**src/rtl/smb_pkg.sv**
```systemverilog
package smb_pkg;

    typedef enum logic [2:0] {
        ST_IDLE,
        ST_RX,
        ST_RX_ACK,
        ST_TX,
        ST_TX_ACK,
        ST_IGNORE
    } bus_state_e;

    typedef enum logic [1:0] {
        BK_ADDR,
        BK_CMD,
        BK_COUNT,
        BK_DATA
    } byte_kind_e;

    typedef struct packed {
        logic scl;
        logic sda;
        logic scl_rise;
        logic scl_fall;
        logic start;
        logic stop;
    } line_ev_t;

    typedef struct packed {
        logic       blk;
        logic [6:0] index;
    } cmd_t;

    function automatic logic addr_hit(input logic [7:0] b, input logic [6:0] own);
        return b[7:1] == own;
    endfunction

    function automatic cmd_t decode_cmd(input logic [7:0] b);
        cmd_t c;
        c.blk   = ~b[7];
        c.index = b[6:0];
        return c;
    endfunction

endpackage

```
**src/rtl/smb_line_cond.sv**
```systemverilog
module smb_line_cond
    import smb_pkg::*;
#(
    parameter int SYNC_STAGES = 2
) (
    input  logic     clk,
    input  logic     rst,
    input  logic     scl_in,
    input  logic     sda_in,
    output line_ev_t ev
);
    logic [SYNC_STAGES-1:0] scl_sh, sda_sh;
    logic scl_d, sda_d;
    logic scl_now, sda_now;

    assign scl_now = scl_sh[SYNC_STAGES-1];
    assign sda_now = sda_sh[SYNC_STAGES-1];

    always_ff @(posedge clk) begin
        if (rst) begin
            scl_sh <= '1;
            sda_sh <= '1;
            scl_d  <= 1'b1;
            sda_d  <= 1'b1;
        end else begin
            scl_sh <= {scl_sh[SYNC_STAGES-2:0], scl_in};
            sda_sh <= {sda_sh[SYNC_STAGES-2:0], sda_in};
            scl_d  <= scl_now;
            sda_d  <= sda_now;
        end
    end

    always_comb begin
        ev.scl      = scl_now;
        ev.sda      = sda_now;
        ev.scl_rise = scl_now & ~scl_d;
        ev.scl_fall = ~scl_now & scl_d;
        ev.start    = scl_now & scl_d & sda_d & ~sda_now;
        ev.stop     = scl_now & scl_d & ~sda_d & sda_now;
    end

endmodule

```
**src/rtl/smb_proto.sv**
```systemverilog
module smb_proto
    import smb_pkg::*;
#(
    parameter int         NUM_REGS = 8,
    parameter logic [6:0] SLV_ADDR = 7'h69,
    parameter int         AW       = 3
) (
    input  logic          clk,
    input  logic          rst,
    input  line_ev_t      ev,
    output logic          sda_oe,
    output logic          reg_we,
    output logic [AW-1:0] reg_waddr,
    output logic [7:0]    reg_wdata,
    output logic [AW-1:0] reg_raddr,
    input  logic [7:0]    reg_rdata
);
    localparam logic [7:0] REG_CNT = 8'(NUM_REGS);

    bus_state_e st;
    byte_kind_e kind;
    logic [3:0] bitcnt;
    logic [7:0] shreg, txsh, ptr, remain;
    logic       is_read, nacked;
    cmd_t       cmd;

    logic [7:0] tx_data, ptr_inc;
    logic       wr_ok;

    assign reg_raddr = ptr[AW-1:0];
    assign tx_data   = (ptr < REG_CNT) ? reg_rdata : 8'hFF;
    assign ptr_inc   = (ptr == 8'hFF) ? ptr : ptr + 8'd1;
    assign wr_ok     = (remain != 8'd0) && (ptr < REG_CNT);

    always_ff @(posedge clk) begin
        reg_we <= 1'b0;
        if (rst) begin
            st        <= ST_IDLE;
            kind      <= BK_ADDR;
            bitcnt    <= '0;
            shreg     <= '0;
            txsh      <= '0;
            ptr       <= '0;
            remain    <= '0;
            is_read   <= 1'b0;
            nacked    <= 1'b0;
            cmd       <= '0;
            sda_oe    <= 1'b0;
            reg_waddr <= '0;
            reg_wdata <= '0;
        end else if (ev.start) begin
            st     <= ST_RX;
            kind   <= BK_ADDR;
            bitcnt <= '0;
            sda_oe <= 1'b0;
        end else if (ev.stop) begin
            st     <= ST_IDLE;
            sda_oe <= 1'b0;
        end else begin
            case (st)
                ST_RX: begin
                    if (ev.scl_rise && bitcnt < 4'd8) begin
                        shreg  <= {shreg[6:0], ev.sda};
                        bitcnt <= bitcnt + 4'd1;
                    end else if (ev.scl_fall && bitcnt == 4'd8) begin
                        bitcnt <= '0;
                        case (kind)
                            BK_ADDR: begin
                                if (addr_hit(shreg, SLV_ADDR)) begin
                                    is_read <= shreg[0];
                                    sda_oe  <= 1'b1;
                                    st      <= ST_RX_ACK;
                                end else begin
                                    st <= ST_IGNORE;
                                end
                            end
                            BK_CMD: begin
                                cmd    <= decode_cmd(shreg);
                                ptr    <= shreg[7] ? {1'b0, shreg[6:0]} : 8'd0;
                                remain <= shreg[7] ? 8'd1 : 8'd0;
                                sda_oe <= 1'b1;
                                st     <= ST_RX_ACK;
                            end
                            BK_COUNT: begin
                                remain <= shreg;
                                sda_oe <= 1'b1;
                                st     <= ST_RX_ACK;
                            end
                            default: begin
                                sda_oe <= 1'b1;
                                st     <= ST_RX_ACK;
                            end
                        endcase
                    end
                end
                ST_RX_ACK: begin
                    if (ev.scl_fall) begin
                        sda_oe <= 1'b0;
                        case (kind)
                            BK_ADDR: begin
                                if (is_read) begin
                                    st     <= ST_TX;
                                    bitcnt <= '0;
                                    if (cmd.blk) begin
                                        txsh   <= REG_CNT;
                                        sda_oe <= ~REG_CNT[7];
                                    end else begin
                                        txsh   <= tx_data;
                                        sda_oe <= ~tx_data[7];
                                        ptr    <= ptr_inc;
                                    end
                                end else begin
                                    st   <= ST_RX;
                                    kind <= BK_CMD;
                                end
                            end
                            BK_CMD: begin
                                st   <= ST_RX;
                                kind <= cmd.blk ? BK_COUNT : BK_DATA;
                            end
                            BK_COUNT: begin
                                st   <= ST_RX;
                                kind <= BK_DATA;
                            end
                            default: begin
                                st <= ST_RX;
                                if (wr_ok) begin
                                    reg_we    <= 1'b1;
                                    reg_waddr <= ptr[AW-1:0];
                                    reg_wdata <= shreg;
                                    ptr       <= ptr_inc;
                                end
                                if (remain != 8'd0) remain <= remain - 8'd1;
                            end
                        endcase
                    end
                end
                ST_TX: begin
                    if (ev.scl_rise) begin
                        bitcnt <= bitcnt + 4'd1;
                    end else if (ev.scl_fall) begin
                        if (bitcnt == 4'd8) begin
                            sda_oe <= 1'b0;
                            st     <= ST_TX_ACK;
                        end else begin
                            txsh   <= {txsh[6:0], 1'b0};
                            sda_oe <= ~txsh[6];
                        end
                    end
                end
                ST_TX_ACK: begin
                    if (ev.scl_rise) begin
                        nacked <= ev.sda;
                    end else if (ev.scl_fall) begin
                        if (nacked) begin
                            st <= ST_IGNORE;
                        end else begin
                            st     <= ST_TX;
                            bitcnt <= '0;
                            txsh   <= tx_data;
                            sda_oe <= ~tx_data[7];
                            ptr    <= ptr_inc;
                        end
                    end
                end
                default: ;
            endcase
        end
    end

    AST_DRIVE_ONLY_LOW: assert property (@(posedge clk) disable iff (rst)
        $rose(sda_oe) |-> !ev.scl);
    AST_IGNORE_RELEASED: assert property (@(posedge clk) disable iff (rst)
        (st == ST_IGNORE) |-> !sda_oe);
    AST_WE_PULSE: assert property (@(posedge clk) disable iff (rst)
        reg_we |=> !reg_we);
    AST_WE_AFTER_FALL: assert property (@(posedge clk) disable iff (rst)
        reg_we |-> $past(ev.scl_fall));
    AST_RELEASE_ON_STOP: assert property (@(posedge clk) disable iff (rst)
        ev.stop |=> !sda_oe);
    AST_RESET_QUIET: assert property (@(posedge clk) disable iff (rst)
        $past(rst) |-> (!sda_oe && !reg_we));

endmodule

```
**src/rtl/smb_regslave.sv**
```systemverilog
module smb_regslave
    import smb_pkg::*;
#(
    parameter int         NUM_REGS = 8,
    parameter logic [6:0] SLV_ADDR = 7'h69,
    localparam int        AW       = (NUM_REGS > 1) ? $clog2(NUM_REGS) : 1
) (
    input  logic          clk,
    input  logic          rst,
    input  logic          scl_in,
    input  logic          sda_in,
    output logic          sda_oe,
    output logic          reg_we,
    output logic [AW-1:0] reg_waddr,
    output logic [7:0]    reg_wdata,
    output logic [AW-1:0] reg_raddr,
    input  logic [7:0]    reg_rdata
);
    line_ev_t ev;

    smb_line_cond #(.SYNC_STAGES(2)) u_line (
        .clk    (clk),
        .rst    (rst),
        .scl_in (scl_in),
        .sda_in (sda_in),
        .ev     (ev)
    );

    smb_proto #(
        .NUM_REGS (NUM_REGS),
        .SLV_ADDR (SLV_ADDR),
        .AW       (AW)
    ) u_proto (
        .clk       (clk),
        .rst       (rst),
        .ev        (ev),
        .sda_oe    (sda_oe),
        .reg_we    (reg_we),
        .reg_waddr (reg_waddr),
        .reg_wdata (reg_wdata),
        .reg_raddr (reg_raddr),
        .reg_rdata (reg_rdata)
    );

endmodule

```
**config.mk**
```make
export PLATFORM = sky130hd
export DESIGN_NAME = smb_regslave
export DESIGN_NICKNAME = d
export VERILOG_FILES = /design/src/rtl/smb_pkg.sv /design/src/rtl/smb_line_cond.sv /design/src/rtl/smb_proto.sv /design/src/rtl/smb_regslave.sv
export SDC_FILE = /design/constraint.sdc
export NUM_CORES = 1
export LEC_CHECK = 0
export ABC_AREA = 1
export BUFFER_PORTS_ARGS = -buffer_cell sky130_fd_sc_hd__buf_2
export CAP_MARGIN = 0
export CORE_MARGIN = 1.5
export CORE_UTILIZATION = 43
export CTS_CLUSTER_SIZE = 40
export DETAILED_ROUTE_END_ITERATION = 10
export PLACE_DENSITY_LB_ADDON = 0.05
export SETUP_SLACK_MARGIN = 0.3
export SYNTH_ARGS = -nofsm -noshare
export SYNTH_HDL_FRONTEND = slang
export SYNTH_SLANG_ARGS = --single-unit
export TNS_END_PERCENT = 5
```
**constraint.sdc**
```tcl
create_clock -name clk -period 5.2 [get_ports clk]
set_input_delay 1.04 -clock clk [delete_from_list [all_inputs] [get_ports clk]]
set_output_delay 1.04 -clock clk [all_outputs]
set_load 0.01 [all_outputs]
```
==> results of run 1 <==
-- cells in the final DEF (no fill, tap or decap), types with 3 or more instances in the layout --
master    count
a21oi_1      40
a31oi_1       3
buf_2        27
clkbuf_8     10
dfxtp_1      62
ha_1          9
inv_1        59
inv_2         8
nand2_1     113
nand2_2       5
nand3_1      36
nand3_2       5
nand4_1       6
nor2_1       79
nor2_2        3
nor3_1        4
o21ai_0      58
or2_2         5
-- critical path, cell delays in order, from the launching register on --
cell and delay [ns]:
dfxtp_1 0.41, nand2_2 0.16, nor2_2 0.46, nand3_2 0.17, nor2_1 0.83, o21ai_0 0.17
a21oi_1 0.18
-- registers in the layout (all words and copies together), names as in the netlist, 2 cells and up --
register	cells
u_line.sda_sh	2
u_proto.bitcnt	4
u_proto.st	3
u_proto.txsh	7
u_proto.reg_wdata	8
u_proto.remain	8
u_line.scl_sh	2
u_proto.reg_waddr	3
u_proto.kind	2
u_proto.shreg	8
u_proto.ptr	8
-- layer usage --
metal | track usage, % | vias up | routed length (um)
met5 | 0 | - | 0
met1 | 29.62 | 1544 | 4346
met3 | 4.598 | 17 | 360
met2 | 34.31 | 60 | 4024
li1 | - | 1757 | -
met4 | 9.975 | 0 | 199
-- logic make-up after synthesis --
group / Yosys count / share of synthesized area, %
xor+xnor: 4 / 1.014
compound gates: 112 / 17.44
buf+inv: 82 / 9.880
flops: 62 / 35.90
fa+ha+maj: 9 / 3.257
simple gates: 259 / 32.50
-- power by group through the flow --
stage	Clock (W)	Sequential, W	Combinational (W)
6_report	0.000362	0.000549	0.000497
5_1_grt	0.000394	0.000556	0.000566
4_1_cts	0.000372	0.000549	0.000495
3_5_place_dp	0	0.000560	0.000492
3_3_place_gp	0	0.000559	0.000489
2_1_floorplan	0	0.000551	0.000394
-- metrics by stage --
| step | total power [W] | utilization (%) |
|---|---|---|
| final | 0.001409 | 48.73 |
| after detailed placement | 0.001052 | 46.73 |
| after floorplan | 0.0009457 | - |
| after global routing | 0.001516 | 48.73 |
| after CTS | 0.001416 | 48.73 |
| after global placement | 0.001048 | 46.73 |
-- area by class of cell --
type                    count  area share (%)
clock buffers              12           3.835
repair buffers             27           3.570
flip-flops and latches     62           32.79
well taps                 102           3.372
multi-input cells         384           49.52
clock inverters             2          0.2645
inverters                  67           6.645
-- worst max-delay path by stage --
stage	start	to	slack, ns	cells past startpoint
after floorplan	rst	u_proto.remain[7]	3.51	5
after global placement	rst	u_proto.reg_wdata[7]	2.68	4
after detailed placement	rst	u_proto.reg_waddr[0]	2.61	4
after CTS	u_proto.st[2]	u_proto.reg_waddr[0]	2.68	7
after global routing	u_proto.st[1]	u_proto.reg_wdata[5]	2.32	6
final	u_proto.st[1]	u_proto.reg_waddr[0]	2.75	6
==> impl_metrics.ini, run 1 <==
[clocking]
root_buffer = clkbuf_8
insertion_delay_ns = 0.34
cts-resized-gates = 0
hold_buffers = 0
cts_tree = built
clk_transition_reported_paths_ns = 0.07
cts_buffer_depth = 2
cts_setup_buffers = 0
cts_sinks = 62
cts_buffers = 9
clock_tree.htree_level_count = 3

[global_route]
grt_max_degree = 40
grt_pass1_wl_um = 14910
grt_use_total_pct = 22.17
overflow = 0
grt_pass1_vias = 3077
antenna_found_initial = 0

[yosys]
ys_async_sr_fraction_pct = 0
synth_top_cells_by_area = dfxtp_1 36%, nand2_1 12%, nor2_1 8.6%, o21ai_0 8.4%, inv_1 6.4%
yosysTopAreaCell = dfxtp_1
synth-edff-count = 0
synth-seq-cells = 62
yosysMostFrequentCell = nand2_1
post-synth-top-area-fraction_pct = 35.90
synth_cell_types = 33
synthCells = 528
syn_area_sq_um = 3457
ys_warn_count = 0
synth_top_flop_cell = dfxtp_1
syn-num-nets = 549
synthTopCellsByCount = 113 x nand2_1, 79 x nor2_1, 62 x dfxtp_1, 59 x inv_1, 58 x o21ai_0
seq_area_frac_synth_pct = 35.90
synth_area_per_cell_sq_um = 6.547

[final_layout]
multiInputGateArea_sq_um = 1874
finalInstanceArea_sq_um = 3785
fillers = 822
final_cells = 656
finalNetCount = 572
area_growth_syn_to_layout_pct = 9.482
antenna_cells = 0
ff_latch_area_sq_um = 1241
drive_above_1_share_pct = 12.45

[route]
drt_iter0_markers = 190
antenna_left = 0
drcViolationCount = 0
drtPass1Iterations = 5
via_per_inst = 5.149
routed_wl_um = 8931
vias = 3378
drt-wirelength-per-cell_um = 13.61

[timing]
hold_slack_ns = 0.4109
rsz0062_at_grt = no
tightest_slew_ns = 1.115
hold_violations = 0
slew_headroom_pct = 25.58
finalSetupTns_ns = 0
setup_viol = 0
fin_crit_sh_pct = 47.14
fmax_mhz = 408.0
setup_ws_ns = 2.749
fin_skew_ns = 0.005929
min_period_ns = 2.451
slew_viol_final = 0

[setup_path]
crit_path_end_kind = flip-flop
required_ns = 5.47
worstSetupPathType = reg2reg
rr_worst_depth = 6
rr_startpoint = u_proto.st[1]
r2r_slack_ns = 2.75
cp-start-kind = flip-flop
rr_endpoint = u_proto.reg_waddr[0]
worstPathMaxFanout = 20
cp.arrival_ns = 2.72

[power]
p_sw_share_pct = 40.13
power_density_nw_per_um2 = 372.2
power.switching_w = 0.0005652
combinationalPowerShare_pct = 35.3
leakage_nw = 1.723
pwr-share-clk_pct = 25.7
seq_power_share_pct = 39.0
p_int_w = 0.0008434
irDropWorstVdd_mv = 0.1488

[worst_hold_path]
hp-start = u_line.scl_sh[0]
min_path_type = reg2reg
min_to = u_line.scl_sh[1]
hold-path-cell-count = 1

[floorplanning]
die-area_sq_um = 8587
start_util_pct = 44.51
coreArea_sq_um = 7767
rows = 32
die_y_um = 92.67
die-width_um = 92.67
top_level_ports = 28

[status]
outcome = finished clean

[place]
placed_area_sq_um = 3630
portBuffers = 27
dp_slack_ns = 2.611
dp.cells = 642
dp_hpwl_um = 6345
finalWeightedCongestion = 0.9058

[flow_run]
cap_violations = 0
(Power assumes the default switching activity.)
==> run 2: changes to the inputs <==
Clock period 5.2 ns to 2 ns, I/O delays scaled along.
==> run 2 against run 1 <==
Non-clock buffer count grew 31. Combinational power grew to 3.6 times the previous value. First-iteration DRC count shrank 8.4%. Clock power grew to 3.5 times the previous value. Sequential share of layout area shrank 3.7 points. Clock skew grew 0.00052 ns. Fmax grew 48%. Sequential power grew to 2.6 times the previous value. Die area is the same. Final area grew 15%. Critical endpoint is now u_proto.ptr[6].
==> impl_metrics.ini, run 2 (synthesized netlist as in run 1, its figures left out) <==
[status]
outcome = finished clean

[place]
finalWeightedCongestion = 0.9138
portBuffers = 27
dp_hpwl_um = 6584
placed_area_sq_um = 3712

[route]
drt_iter0_markers = 174
via_per_inst = 5.158
vias = 3564
drtPass1Iterations = 5
antenna_left = 0
routed_wl_um = 9461
drcViolationCount = 0
drt-wirelength-per-cell_um = 13.69

[final_layout]
multiInputGateArea_sq_um = 2090
final_common_cell = nand2_1
drive_above_1_share_pct = 27.33
ff_latch_area_sq_um = 1266
layout_common_cells = 95 x nand2_1, 70 x nor2_1, 54 x o21ai_0
antenna_cells = 0
area_growth_syn_to_layout_pct = 25.99
finalInstanceArea_sq_um = 4355
finalNetCount = 605
fillers = 816

[timing]
fmax_mhz = 602.8
finalSetupTns_ns = 0
slew_headroom_pct = 73.24
hold_violations = 0
slew_viol_final = 0
rsz0062_at_grt = yes
fin_crit_sh_pct = 82.95
fin_skew_ns = 0.006449
min_period_ns = 1.659
tightest_slew_ns = 0.3972
setup_viol = 0

[setup_path]
cp.arrival_ns = 1.96
worstPathMaxFanout = 5
cp-start-kind = flip-flop
required_ns = 2.30
rr_worst_depth = 10
worstSetupPathType = reg2reg
crit_path_end_kind = flip-flop

[power]
leakage_nw = 1.925
power.switching_w = 0.001739
power_density_nw_per_um2 = 1036
p_sw_share_pct = 38.55
seq_power_share_pct = 31.9
irDropWorstVdd_mv = 0.4750
combinationalPowerShare_pct = 40.0
p_int_w = 0.002773
pwr-share-clk_pct = 28.0

[global_route]
grt_pass1_wl_um = 14920
grt_use_met3_pct = 4.105
grt_util_met2_pct = 34.87
grt_pass1_vias = 3113
overflow = 0
grt_use_total_pct = 22.17
antenna_found_initial = 0
grt.met1_usage_pct = 29.33
busiest_layer = met2
grt_max_degree = 29

[worst_hold_path]
min_path_type = in2reg
hold-path-cell-count = 2

[clocking]
clk_transition_reported_paths_ns = 0.07
cts_tree = built
insertion_delay_ns = 0.35
hold_buffers = 0
cts_buffers = 9
cts_sinks = 62
clock_tree.htree_level_count = 3
root_buffer = clkbuf_8
cts_buffer_depth = 2

[floorplanning]
die-width_um = 92.67
top_level_ports = 28
rows = 32
die-area_sq_um = 8587
die_y_um = 92.67
start_util_pct = 44.51
coreArea_sq_um = 7767

[flow_run]
cap_violations = 0
-- run 2: changes by cell type in the layout (fill, tap and decap cells not counted), moves of 6 or more --
cell and change:
nor2_2 +6, buf_4 +24, dfxtp_2 +8, buf_6 +7
nand2_2 +15, inv_1 -7, nor2_1 -9, nand2_1 -18
dfxtp_1 -12, inv_2 +6
-- run 2: timing repair --
item / 4_1_cts / 5_1_grt
endpoints found under the hold margin: 0 / 0
gates cloned: 0 / 2
setup endpoints to repair: 24 / 44
gates resized for setup: 4 / 83
buffers inserted: 2 / 18
pin swaps: 1 / 20
-- run 2: final cells by class --
class	instances	share of cell area (%)
Tap cell	102	2.930
Clock buffer	11	3.246
Sequential cell	62	29.07
Clock inverter	5	1.896
Multi-Input combinational cell	386	47.97
Timing Repair Buffer	58	9.049
Inverter	67	5.832
-- run 2: critical path, cell delays in order, from the launching register on --
cell and delay (ns):
dfxtp_2 0.36, inv_2 0.06, ha_4 0.24, inv_1 0.10, nand3_2 0.07, nand3_2 0.08
nand2_2 0.06, a21oi_4 0.24, buf_6 0.14, nand3_1 0.11, a21oi_2 0.14
-- run 2: per-layer routing --
layer  share of wire, %  wire length [um]
met1                 47              4433
met4                2.0               188
met3                4.2               398
met2                 47              4441
met5                  0                 0
-- run 2: final timing paths --
kind / start / endpoint / slack [ns]
max: u_proto.kind[0] / u_proto.ptr[6] / 0.34
min: sda_in / u_line.sda_sh[0] / 0.22
max reg2reg: u_proto.kind[0] / u_proto.ptr[6] / 0.34
min reg2reg: u_line.sda_sh[0] / u_line.sda_sh[1] / 0.41
-- run 2: metrics by stage --
stage | total power [W] | utilization [%] | worst slack [ns] | hold slack, ns | instances
2_1_floorplan | 0.002459 | - | 0.3699 | 0.3895 | 528
3_3_place_gp | 0.002770 | 47.79 | 0.2327 | 0.3916 | 653
3_5_place_dp | 0.002778 | 47.79 | 0.1947 | 0.3954 | 653
4_1_cts | 0.004106 | 51.13 | 0.2385 | 0.2108 | 671
5_1_grt | 0.004804 | 56.07 | 0.2480 | 0.2215 | 691
6_report | 0.004512 | 56.07 | 0.3410 | 0.2206 | 691
-- run 2: power groups by stage --
stage	clock [W]	combinational (W)	sequential, W
floorplan	0	0.00103	0.00143
global placement	0	0.00132	0.00145
detailed placement	0	0.00133	0.00145
CTS	0.00129	0.00138	0.00143
global route	0.00134	0.00201	0.00145
finish	0.00127	0.00181	0.00144
==> run 3: changes to the inputs <==
Clock period 2 ns to 1.65 ns, I/O delays scaled along.
==> run 3 against run 2 <==
Clock skew is 0.0029 ns higher. Die area is the same. Fmax grew 4.3%. Clock power increased by 38%. Utilization is 5.6 points higher. Total power is 31% higher. Sequential share of layout area fell by 2.8 points. Cell count increased by 4.3%. Critical path type unchanged. Largest power group unchanged.
==> impl_metrics.ini, run 3 (synthesized netlist as in run 1, its figures left out) <==
[place]
placed_area_sq_um = 3994
dp_slack_ns = -0.08886
finalWeightedCongestion = 0.9323
portBuffers = 27
dp_hpwl_um = 6829

[timing]
rsz0062_at_grt = yes
fmax_mhz = 628.8
slew_headroom_pct = 75.08
tightest_slew_ns = 0.3699
hold_violations = 0
min_period_ns = 1.590
setup_ws_ns = 0.05977
finalSetupTns_ns = 0
fin_skew_ns = 0.009387
slew_viol_final = 0
fin_crit_sh_pct = 96.38
setup_viol = 0

[global_route]
grt_use_met3_pct = 4.680
grt_pass1_wl_um = 16550
grt_use_total_pct = 24.89
grt_pass1_vias = 3483
overflow = 0
grt_max_degree = 27
grt_util_met2_pct = 41.67
antenna_found_initial = 0
grt.met1_usage_pct = 31.29
busiest_layer = met2

[final_layout]
finish.utilization_pct = 61.71
fillers = 740
finalNetCount = 635
drive_above_1_share_pct = 36.35
layout_common_cells = 89 x nand2_1, 65 x nor2_1, 50 x dfxtp_1
antenna_cells = 0
final_common_cell = nand2_1
finalInstanceArea_sq_um = 4793
area_growth_syn_to_layout_pct = 38.65

[power]
seq_power_share_pct = 29.4
combinationalPowerShare_pct = 41.0
power.switching_w = 0.002213
pwr-share-clk_pct = 29.5
irDropWorstVdd_mv = 0.7170
power.total_w = 0.005909
power_density_nw_per_um2 = 1233
p_sw_share_pct = 37.46
leakage_nw = 2.151
p_int_w = 0.003696

[route]
antenna_left = 0
drcViolationCount = 0
drt-wirelength-per-cell_um = 14.16
drtPass1Iterations = 5
routed_wl_um = 10210
vias = 3728
drt_iter0_markers = 151
via_per_inst = 5.171

[floorplanning]
top_level_ports = 28
start_util_pct = 44.51
die-width_um = 92.67
rows = 32
die-area_sq_um = 8587
coreArea_sq_um = 7767
die_y_um = 92.67

[setup_path]
rr_endpoint = u_proto.bitcnt[2]
cp.arrival_ns = 1.87
worstPathMaxFanout = 4
rr_worst_depth = 10
crit_path_end_kind = flip-flop
required_ns = 1.93
worstSetupPathType = reg2reg
cp-start-kind = flip-flop
r2r_slack_ns = 0.06
rr_startpoint = u_proto.kind[0]

[clocking]
hold_buffers = 0
clock_tree.htree_level_count = 3
root_buffer = clkbuf_8
cts_buffer_depth = 2
cts_buffers = 9
clk_transition_reported_paths_ns = 0.08
cts_sinks = 62
insertion_delay_ns = 0.35
cts_tree = built

[status]
outcome = finished clean

[worst_hold_path]
hold-path-cell-count = 2
min_path_type = in2reg
min_to = u_line.scl_sh[0]
hp-start = scl_in

[flow_run]
cap_violations = 0
[run 3: final cells by class]
cell class	count	area [sq um]	area share [%]
Inverter	67	259.0	5.403
Tap cell	102	127.6	2.662
Clock buffer	11	151.4	3.158
Clock inverter	5	103.9	2.167
Multi-Input combinational cell	384	2230	46.52
Timing Repair Buffer	90	660.6	13.78
Sequential cell	62	1261	26.31
[run 3: worst max path at each step]
stage	startpoint	end	slack [ns]
2_1_floorplan	u_proto.bitcnt[1]	u_proto.ptr[0]	0.15
3_3_place_gp	u_proto.kind[1]	u_proto.txsh[2]	-0.07
3_5_place_dp	u_proto.kind[1]	u_proto.txsh[5]	-0.09
6_report	u_proto.kind[0]	u_proto.bitcnt[2]	0.06
5_1_grt	u_proto.kind[0]	u_proto.ptr[0]	-0.01
4_1_cts	u_proto.kind[1]	u_proto.txsh[0]	0.14
[run 3: per-layer routing]
layer / vias up / wire [um]
li1: 1883 / -
met1: 1731 / 4624
met2: 95 / 4921
met3: 19 / 453
met4: 0 / 209
met5: - / 0
[run 3: worst max-delay path, cell delays in order, from the launching register on]
cell     delay [ns]
dfxtp_2        0.34
inv_2          0.08
ha_4           0.17
nand2_4        0.06
o21ai_2        0.16
nand2_2        0.10
buf_4          0.15
nor2_4         0.13
buf_6          0.12
nand3_1        0.07
a21oi_1        0.14
[run 3: metrics by stage]
step	cells	hold slack, ns
floorplan	528	0.3895
CTS	716	0.1455
detailed placement	685	0.3990
global placement	685	0.3977
global route	721	0.1454
finish	721	0.1561
[run 3: power groups by stage]
stage | clock (W) | combinational, W | sequential [W]
2_1_floorplan | 0 | 0.00125 | 0.00174
3_5_place_dp | 0 | 0.00188 | 0.00174
6_report | 0.00175 | 0.00242 | 0.00174
4_1_cts | 0.00178 | 0.00218 | 0.00173
5_1_grt | 0.00183 | 0.00267 | 0.00175
3_3_place_gp | 0 | 0.00186 | 0.00174
[run 3: what timing repair did]
item                       in CTS  in global routing
pin swaps                      22                 44
gates resized for setup        64                 75
buffers inserted               13                  5
gates cloned                    2                  0
setup endpoints to repair      55                 55
